<file path="src/rtl/ssrx_pkg.sv">
package ssrx_pkg;
  typedef enum logic [1:0] {
    FMT_RJ16 = 2'b00,
    FMT_RJ24 = 2'b01,
    FMT_LJ24 = 2'b10,
    FMT_I2S  = 2'b11
  } fmt_e;
endpackage

</file>
<file path="src/rtl/ssrx_framer.sv">
module ssrx_framer
  import ssrx_pkg::*;
(
  input  logic clk,
  input  logic rst,
  input  fmt_e fmt,
  input  logic lrck,
  output logic start,
  output logic half_end,
  output logic done_left
);
  // side = 1 means left channel, after the I2S delay and polarity are applied
  logic       lrck_q;
  logic       side_q;
  logic       synced;
  logic [1:0] warm;
  logic       side_now;

  always_comb side_now = (fmt == FMT_I2S) ? ~lrck_q : lrck;

  assign start     = (warm == 2'd2) && (side_now != side_q);
  assign half_end  = start && synced;
  assign done_left = side_q;

  always_ff @(posedge clk) begin
    if (rst) begin
      lrck_q <= 1'b0;
      side_q <= 1'b0;
      synced <= 1'b0;
      warm   <= 2'd0;
    end else begin
      lrck_q <= lrck;
      side_q <= side_now;
      if (warm != 2'd2) warm <= warm + 2'd1;
      if (start) synced <= 1'b1;
    end
  end

  AST_JUST_EDGE: assert property (@(posedge clk) disable iff (rst)
    (start && fmt != FMT_I2S && $past(fmt) != FMT_I2S) |-> (lrck != $past(lrck)));

  AST_I2S_LAG: assert property (@(posedge clk) disable iff (rst)
    (start && fmt == FMT_I2S && $past(fmt) == FMT_I2S) |-> ($past(lrck) != $past(lrck, 2)));
endmodule

</file>
<file path="src/rtl/ssrx_shift.sv">
module ssrx_shift #(
  parameter int SAMPLE_W = 24,
  parameter int CNT_W    = 8,
  localparam int HN_W    = $clog2(SAMPLE_W + 1)
) (
  input  logic                clk,
  input  logic                rst,
  input  logic                sdata,
  input  logic                start,
  output logic [SAMPLE_W-1:0] tail,
  output logic [SAMPLE_W-1:0] head,
  output logic [HN_W-1:0]     head_n,
  output logic [CNT_W-1:0]    cnt
);
  localparam logic [HN_W-1:0]  HEAD_MAX = HN_W'(SAMPLE_W);
  localparam logic [CNT_W-1:0] CNT_MAX  = '1;

  always_ff @(posedge clk) begin
    if (rst) begin
      tail   <= '0;
      head   <= '0;
      head_n <= '0;
      cnt    <= '0;
    end else begin
      // tail always holds the most recent bits (right-justified view)
      tail <= {tail[SAMPLE_W-2:0], sdata};
      if (start) begin
        head   <= {{(SAMPLE_W-1){1'b0}}, sdata};
        head_n <= HN_W'(1);
        cnt    <= CNT_W'(1);
      end else begin
        if (head_n < HEAD_MAX) begin
          head   <= {head[SAMPLE_W-2:0], sdata};
          head_n <= head_n + HN_W'(1);
        end
        if (cnt != CNT_MAX) cnt <= cnt + CNT_W'(1);
      end
    end
  end
endmodule

</file>
<file path="src/rtl/ssrx_assemble.sv">
module ssrx_assemble
  import ssrx_pkg::*;
#(
  parameter int SAMPLE_W = 24,
  parameter int SHORT_W  = 16,
  parameter int CNT_W    = 8,
  localparam int HN_W    = $clog2(SAMPLE_W + 1),
  localparam int PAD_W   = SAMPLE_W - SHORT_W
) (
  input  logic                clk,
  input  logic                rst,
  input  fmt_e                fmt,
  input  logic                half_end,
  input  logic                done_left,
  input  logic [SAMPLE_W-1:0] tail,
  input  logic [SAMPLE_W-1:0] head,
  input  logic [HN_W-1:0]     head_n,
  input  logic [CNT_W-1:0]    cnt,
  output logic [SAMPLE_W-1:0] left_o,
  output logic [SAMPLE_W-1:0] right_o,
  output logic                valid_o,
  output logic                err_o
);
  localparam logic [CNT_W-1:0] MIN_SHORT = CNT_W'(SHORT_W);
  localparam logic [CNT_W-1:0] MIN_LONG  = CNT_W'(SAMPLE_W);
  localparam logic [HN_W-1:0]  HEAD_MAX  = HN_W'(SAMPLE_W);

  logic [SAMPLE_W-1:0] word;
  logic                short_half;
  logic [SAMPLE_W-1:0] left_hold;
  logic                have_left;

  always_comb begin
    unique case (fmt)
      FMT_RJ16: word = {tail[SHORT_W-1:0], {PAD_W{1'b0}}};
      FMT_RJ24: word = tail;
      default:  word = head << (HEAD_MAX - head_n);
    endcase
  end

  always_comb begin
    unique case (fmt)
      FMT_RJ16: short_half = (cnt < MIN_SHORT);
      FMT_I2S:  short_half = (cnt < MIN_SHORT) || ((cnt > MIN_SHORT) && (cnt < MIN_LONG));
      default:  short_half = (cnt < MIN_LONG);
    endcase
  end

  always_ff @(posedge clk) begin
    if (rst) begin
      left_o    <= '0;
      right_o   <= '0;
      left_hold <= '0;
      have_left <= 1'b0;
      valid_o   <= 1'b0;
      err_o     <= 1'b0;
    end else begin
      valid_o <= 1'b0;
      err_o   <= 1'b0;
      if (half_end) begin
        err_o <= short_half;
        if (done_left) begin
          left_hold <= word;
          have_left <= 1'b1;
        end else if (have_left) begin
          left_o    <= left_hold;
          right_o   <= word;
          valid_o   <= 1'b1;
          have_left <= 1'b0;
        end
      end
    end
  end

  AST_VALID_SINGLE: assert property (@(posedge clk) disable iff (rst)
    valid_o |=> !valid_o);

  AST_OUT_HOLD: assert property (@(posedge clk) disable iff (rst)
    !valid_o |-> ($stable(left_o) && $stable(right_o)));

  AST_ERR_AT_END: assert property (@(posedge clk) disable iff (rst)
    err_o |-> $past(half_end));

  AST_PAD_ZERO: assert property (@(posedge clk) disable iff (rst)
    (valid_o && $past(fmt) == FMT_RJ16) |-> (right_o[PAD_W-1:0] == '0));
endmodule

</file>
<file path="src/rtl/stereo_ser_rx.sv">
module stereo_ser_rx
  import ssrx_pkg::*;
#(
  parameter int SAMPLE_W = 24,
  parameter int SHORT_W  = 16,
  parameter int CNT_W    = 8
) (
  input  logic                clk,
  input  logic                rst,
  input  logic [1:0]          fmt,
  input  logic                lrck,
  input  logic                sdata,
  output logic [SAMPLE_W-1:0] left_o,
  output logic [SAMPLE_W-1:0] right_o,
  output logic                valid_o,
  output logic                err_o
);
  localparam int HN_W = $clog2(SAMPLE_W + 1);

  fmt_e                fmt_sel;
  logic                start;
  logic                half_end;
  logic                done_left;
  logic [SAMPLE_W-1:0] tail;
  logic [SAMPLE_W-1:0] head;
  logic [HN_W-1:0]     head_n;
  logic [CNT_W-1:0]    cnt;

  assign fmt_sel = fmt_e'(fmt);

  ssrx_framer u_framer (
    .clk       (clk),
    .rst       (rst),
    .fmt       (fmt_sel),
    .lrck      (lrck),
    .start     (start),
    .half_end  (half_end),
    .done_left (done_left)
  );

  ssrx_shift #(
    .SAMPLE_W (SAMPLE_W),
    .CNT_W    (CNT_W)
  ) u_shift (
    .clk    (clk),
    .rst    (rst),
    .sdata  (sdata),
    .start  (start),
    .tail   (tail),
    .head   (head),
    .head_n (head_n),
    .cnt    (cnt)
  );

  ssrx_assemble #(
    .SAMPLE_W (SAMPLE_W),
    .SHORT_W  (SHORT_W),
    .CNT_W    (CNT_W)
  ) u_assemble (
    .clk       (clk),
    .rst       (rst),
    .fmt       (fmt_sel),
    .half_end  (half_end),
    .done_left (done_left),
    .tail      (tail),
    .head      (head),
    .head_n    (head_n),
    .cnt       (cnt),
    .left_o    (left_o),
    .right_o   (right_o),
    .valid_o   (valid_o),
    .err_o     (err_o)
  );
endmodule

</file>
<file path="config.mk">
export PLATFORM = sky130hd
export DESIGN_NAME = stereo_ser_rx
export DESIGN_NICKNAME = d
export VERILOG_FILES = /design/src/rtl/ssrx_pkg.sv /design/src/rtl/ssrx_framer.sv /design/src/rtl/ssrx_shift.sv /design/src/rtl/ssrx_assemble.sv /design/src/rtl/stereo_ser_rx.sv
export SDC_FILE = /design/constraint.sdc
export NUM_CORES = 1
export LEC_CHECK = 0
export BUFFER_PORTS_ARGS = -buffer_cell sky130_fd_sc_hd__buf_4
export CORE_ASPECT_RATIO = 0.7
export CORE_UTILIZATION = 50
export DETAILED_ROUTE_END_ITERATION = 8
export PLACE_DENSITY = 0.69
export SYNTH_ARGS = -nofsm -noshare
export SYNTH_HDL_FRONTEND = slang
export SYNTH_SLANG_ARGS = --single-unit
</file>
<file path="constraint.sdc">
create_clock -name clk -period 3.2 [get_ports clk]
set_input_delay 0.64 -clock clk [delete_from_list [all_inputs] [get_ports clk]]
set_output_delay 0.64 -clock clk [all_outputs]
set_load 0.005 [all_outputs]
</file>
==> results by group <==
Synthesis
  • Post-synth EDFFs: 0
  • Post-synth ARST share: 0
  • Synth warn: 0
  • Syn_area_per_cell: around 9.1 um^2
  • Post-Synthesis Cell Area: 6588 um^2
  • Synth Flop Type: dfxtp_1
  • Syn Inst Count: between 700 and 800
  • Synth top area cells: dfxtp_1 43%, nand2_1 7.0%, mux4_2 6.8%
  • Cell variety after synth: between 60 and 70
  • Dominant cell type by area after synthesis: dfxtp_1
  • Synthesized flop and latch total: about 140
  • Top cell type's share of synthesized area: 0.4285
  • Post-synthesis sequential area ratio: 0.4285
  • Commonest cells in the netlist: 141 x dfxtp_1, 122 x nand2_1, 70 x nor2_1
  • Most common cell in the netlist: dfxtp_1
  • Syn_nets: 739

Setup path
  • CP Buf/Inv Count: 2
  • Crit-path max FO: 22
  • Worst setup SP type: flip-flop
  • Critical Path RT: roughly 3500 ps
  • Crit path cell chain: inv_1, ha_1, xor2_1, buf_4, and2_1, a221oi_1, a2111oi_1, nor4_1, nor3_1
  • Largest stage delay, worst path: around 700 ps
  • CP max-delay cell: a2111oi_1
  • Setup CP Type: flip-flop to flip-flop
  • WP data arrival: 3130 ps
  • Crit end category: flip-flop
  • CP delay by family, top: compound AO/OA/AOI/OAI gates

Global route
  • Grt total ovfl: 0
  • GR Util All Layers: 0.2537
  • Initial antenna violation count: 0
  • First-pass GRT wire length: ~27 mm
  • Largest net degree at the start of global routing: 67
  • Vias in the first global route: about 5100

Floorplanning
  • Starting Density: 0.5214
  • Std cell rows: 34
  • IO Count: 56
  • Die ar.: approximately 14000 um^2
  • Die W: 139.2 um
  • Chip height: ~98 um
  • Core area: between 10000 and 15000 um^2

Status
  • Failing checks: design-rule violations
  • Status: finished with violations

STA
  • Setup violators final: 0
  • Slew Limit Headroom: 0.4340
  • Final Worst Setup Slack: 405.1 ps
  • Setup TNS Final: 0 ps
  • RSZ-0062 raised after global routing: false
  • Fin crit share: 0.8734
  • Hold Fails Final Rpt: 0
  • Max-slew violation count: 0
  • Clk_skew: just under 10 ps
  • Fin crit period: approximately 2800 ps
  • Slew @ Worst Pin: 849.0 ps
  • FMAX: about 360 MHz

CTS
  • H-tree Lvls: 4
  • CTS Buf Count: 17
  • Clk sink count: 141
  • Post-CTS Setup Repair Bufs: 0
  • Clk slew on worst S/H paths: approximately 60 ps
  • CTS tree: yes
  • Hold buffers post-CTS: 0
  • Clock Latency Late Sink: around 420 ps
  • Post-cts gate resize count: 0
  • Max Root-Sink Buffers: 2
  • Clk root buf: clkbuf_16

Detailed routing
  • Antenna Nets Post-Route: 0
  • Via-per-instance ratio: 5.917
  • DRC viols: 7
  • Vias: roughly 5500
  • Initial drt markers: ~480
  • Drt first pass iters: 8
  • Wire per inst: around 18 um
  • Final WL: about 17 mm

Pwr
  • Pwr Density: between 500 and 600 nW/um^2
  • Tot Pwr: 0.004393 W
  • Leak pwr: 2.707 nW
  • Peak supply drop: ~0.40 mV

Finish
  • Fill cells: roughly 1100
  • Layout area overhead: 14.87%
  • Ant diodes: 0
  • Fin util: 0.5989
  • Final #Nets: ~770
  • Share of cells above drive strength 1: 0.1863

Min path
  • Hold crit path type: primary input to flip-flop

Placed design
  • Worst slack, placed: about 470 ps
  • IO Port Bufs: 55
  • GPL Wtd Cong: a little over 0.9
  • Post-DP HPWL: 11.92 mm

Job
  • Max_cap viols: 0
==> through the flow <==
stage / hold slack [ps] / cells / cell area [um^2]
after CTS: 454.1 / 935 / 7567
after global placement: 443.2 / 903 / 6984
after floorplan: 428.9 / 726 / 6588
after detailed placement: 444.9 / 903 / 6984
after global routing: 464.4 / 935 / 7567
final: 450.8 / 935 / 7567
==> per-layer routing <==
metal  wire, um  track usage
met5          0            0
met1       8228       0.3559
met4        187      0.06923
met3       1267      0.07945
met2       7195       0.3765
==> worst reg2reg max path, cell delays in order (launching register included) <==
cell and delay (ps):
dfxtp_2 470, inv_1 170, ha_1 320, xor2_1 160
buf_4 300, and2_1 190, a221oi_1 50, a2111oi_1 710
nor4_1 130, nor3_1 210
==> path summary, 6_finish.rpt <==
path                                          startpoint                        to  slack, ps  cells after the start
worst max-delay path                   u_shift.head_n[0]  u_assemble.left_hold[19]        410                      9
worst min-delay path                                lrck           u_framer.lrck_q        450                      2
worst max register to register         u_shift.head_n[0]  u_assemble.left_hold[19]        410                      9
worst min register to register  u_assemble.left_hold[18]     u_assemble.left_o[18]        460                      2
==> cells in the final DEF (no fill, tap or decap), types with 3 or more instances in the layout <==
cell type / instances
nor2_1: 70
o21ai_1: 3
a311oi_1: 4
xnor2_1: 4
mux2_2: 5
ha_1: 7
inv_6: 4
nand3_1: 6
a21oi_1: 63
nor4_1: 4
a32oi_1: 3
mux2i_1: 19
and2_1: 4
nand2_1: 122
xor2_1: 5
a222oi_1: 5
dfxtp_1: 140
a2111oi_0: 3
o21ai_0: 7
a22o_1: 7
mux4_2: 20
nor2b_1: 29
clkbuf_16: 17
a211oi_1: 41
and3_2: 5
a221oi_1: 3
nand4_1: 4
inv_1: 8
clkinvlp_4: 4
a22oi_1: 9
a31oi_1: 3
inv_8: 3
buf_4: 72
and3_1: 3
nor3_1: 30
==> state kept, by name, summed over array words and instances (netlist names) <==
signal	count
u_framer.done_left	1
u_framer.synced	1
u_shift.tail	24
u_assemble.have_left	1
u_assemble.valid_o	1
u_shift.head	24
u_shift.head_n	5
u_framer.lrck_q	1
u_assemble.left_o	24
u_assemble.right_o	24
u_shift.cnt	8
u_assemble.left_hold	24
u_assemble.err_o	1
u_framer.warm	2
==> where the power goes <==
part	total, W	switching [W]	internal [W]
clock network	0.00195	0.000849	0.00110
registers	0.00184	0.0000501	0.00179
logic	0.000599	0.000370	0.000229
total	0.00439	0.00127	0.00312
==> area by class of cell <==
class,count,area (um^2),share of cell area
multi-input combinational,518,3347,0.4423
sequential,141,2824,0.3732
timing repair buffer,74,580.6,0.07672
clock buffer,18,429.2,0.05671
tap,162,202.7,0.02679
clock inverter,14,153.9,0.02034
inverter,8,30.03,0.003968
==> logic make-up after synthesis <==
logic type,synth area share
AOI/OAI and AO/OA,0.1708
buffers and inverters,0.06439
DFF,0.4285
muxes,0.1098
adders and majority gates,0.01329
and+or+nand+nor,0.2013
xor gates and xnor gates,0.01196
(Power assumes the default switching activity.)
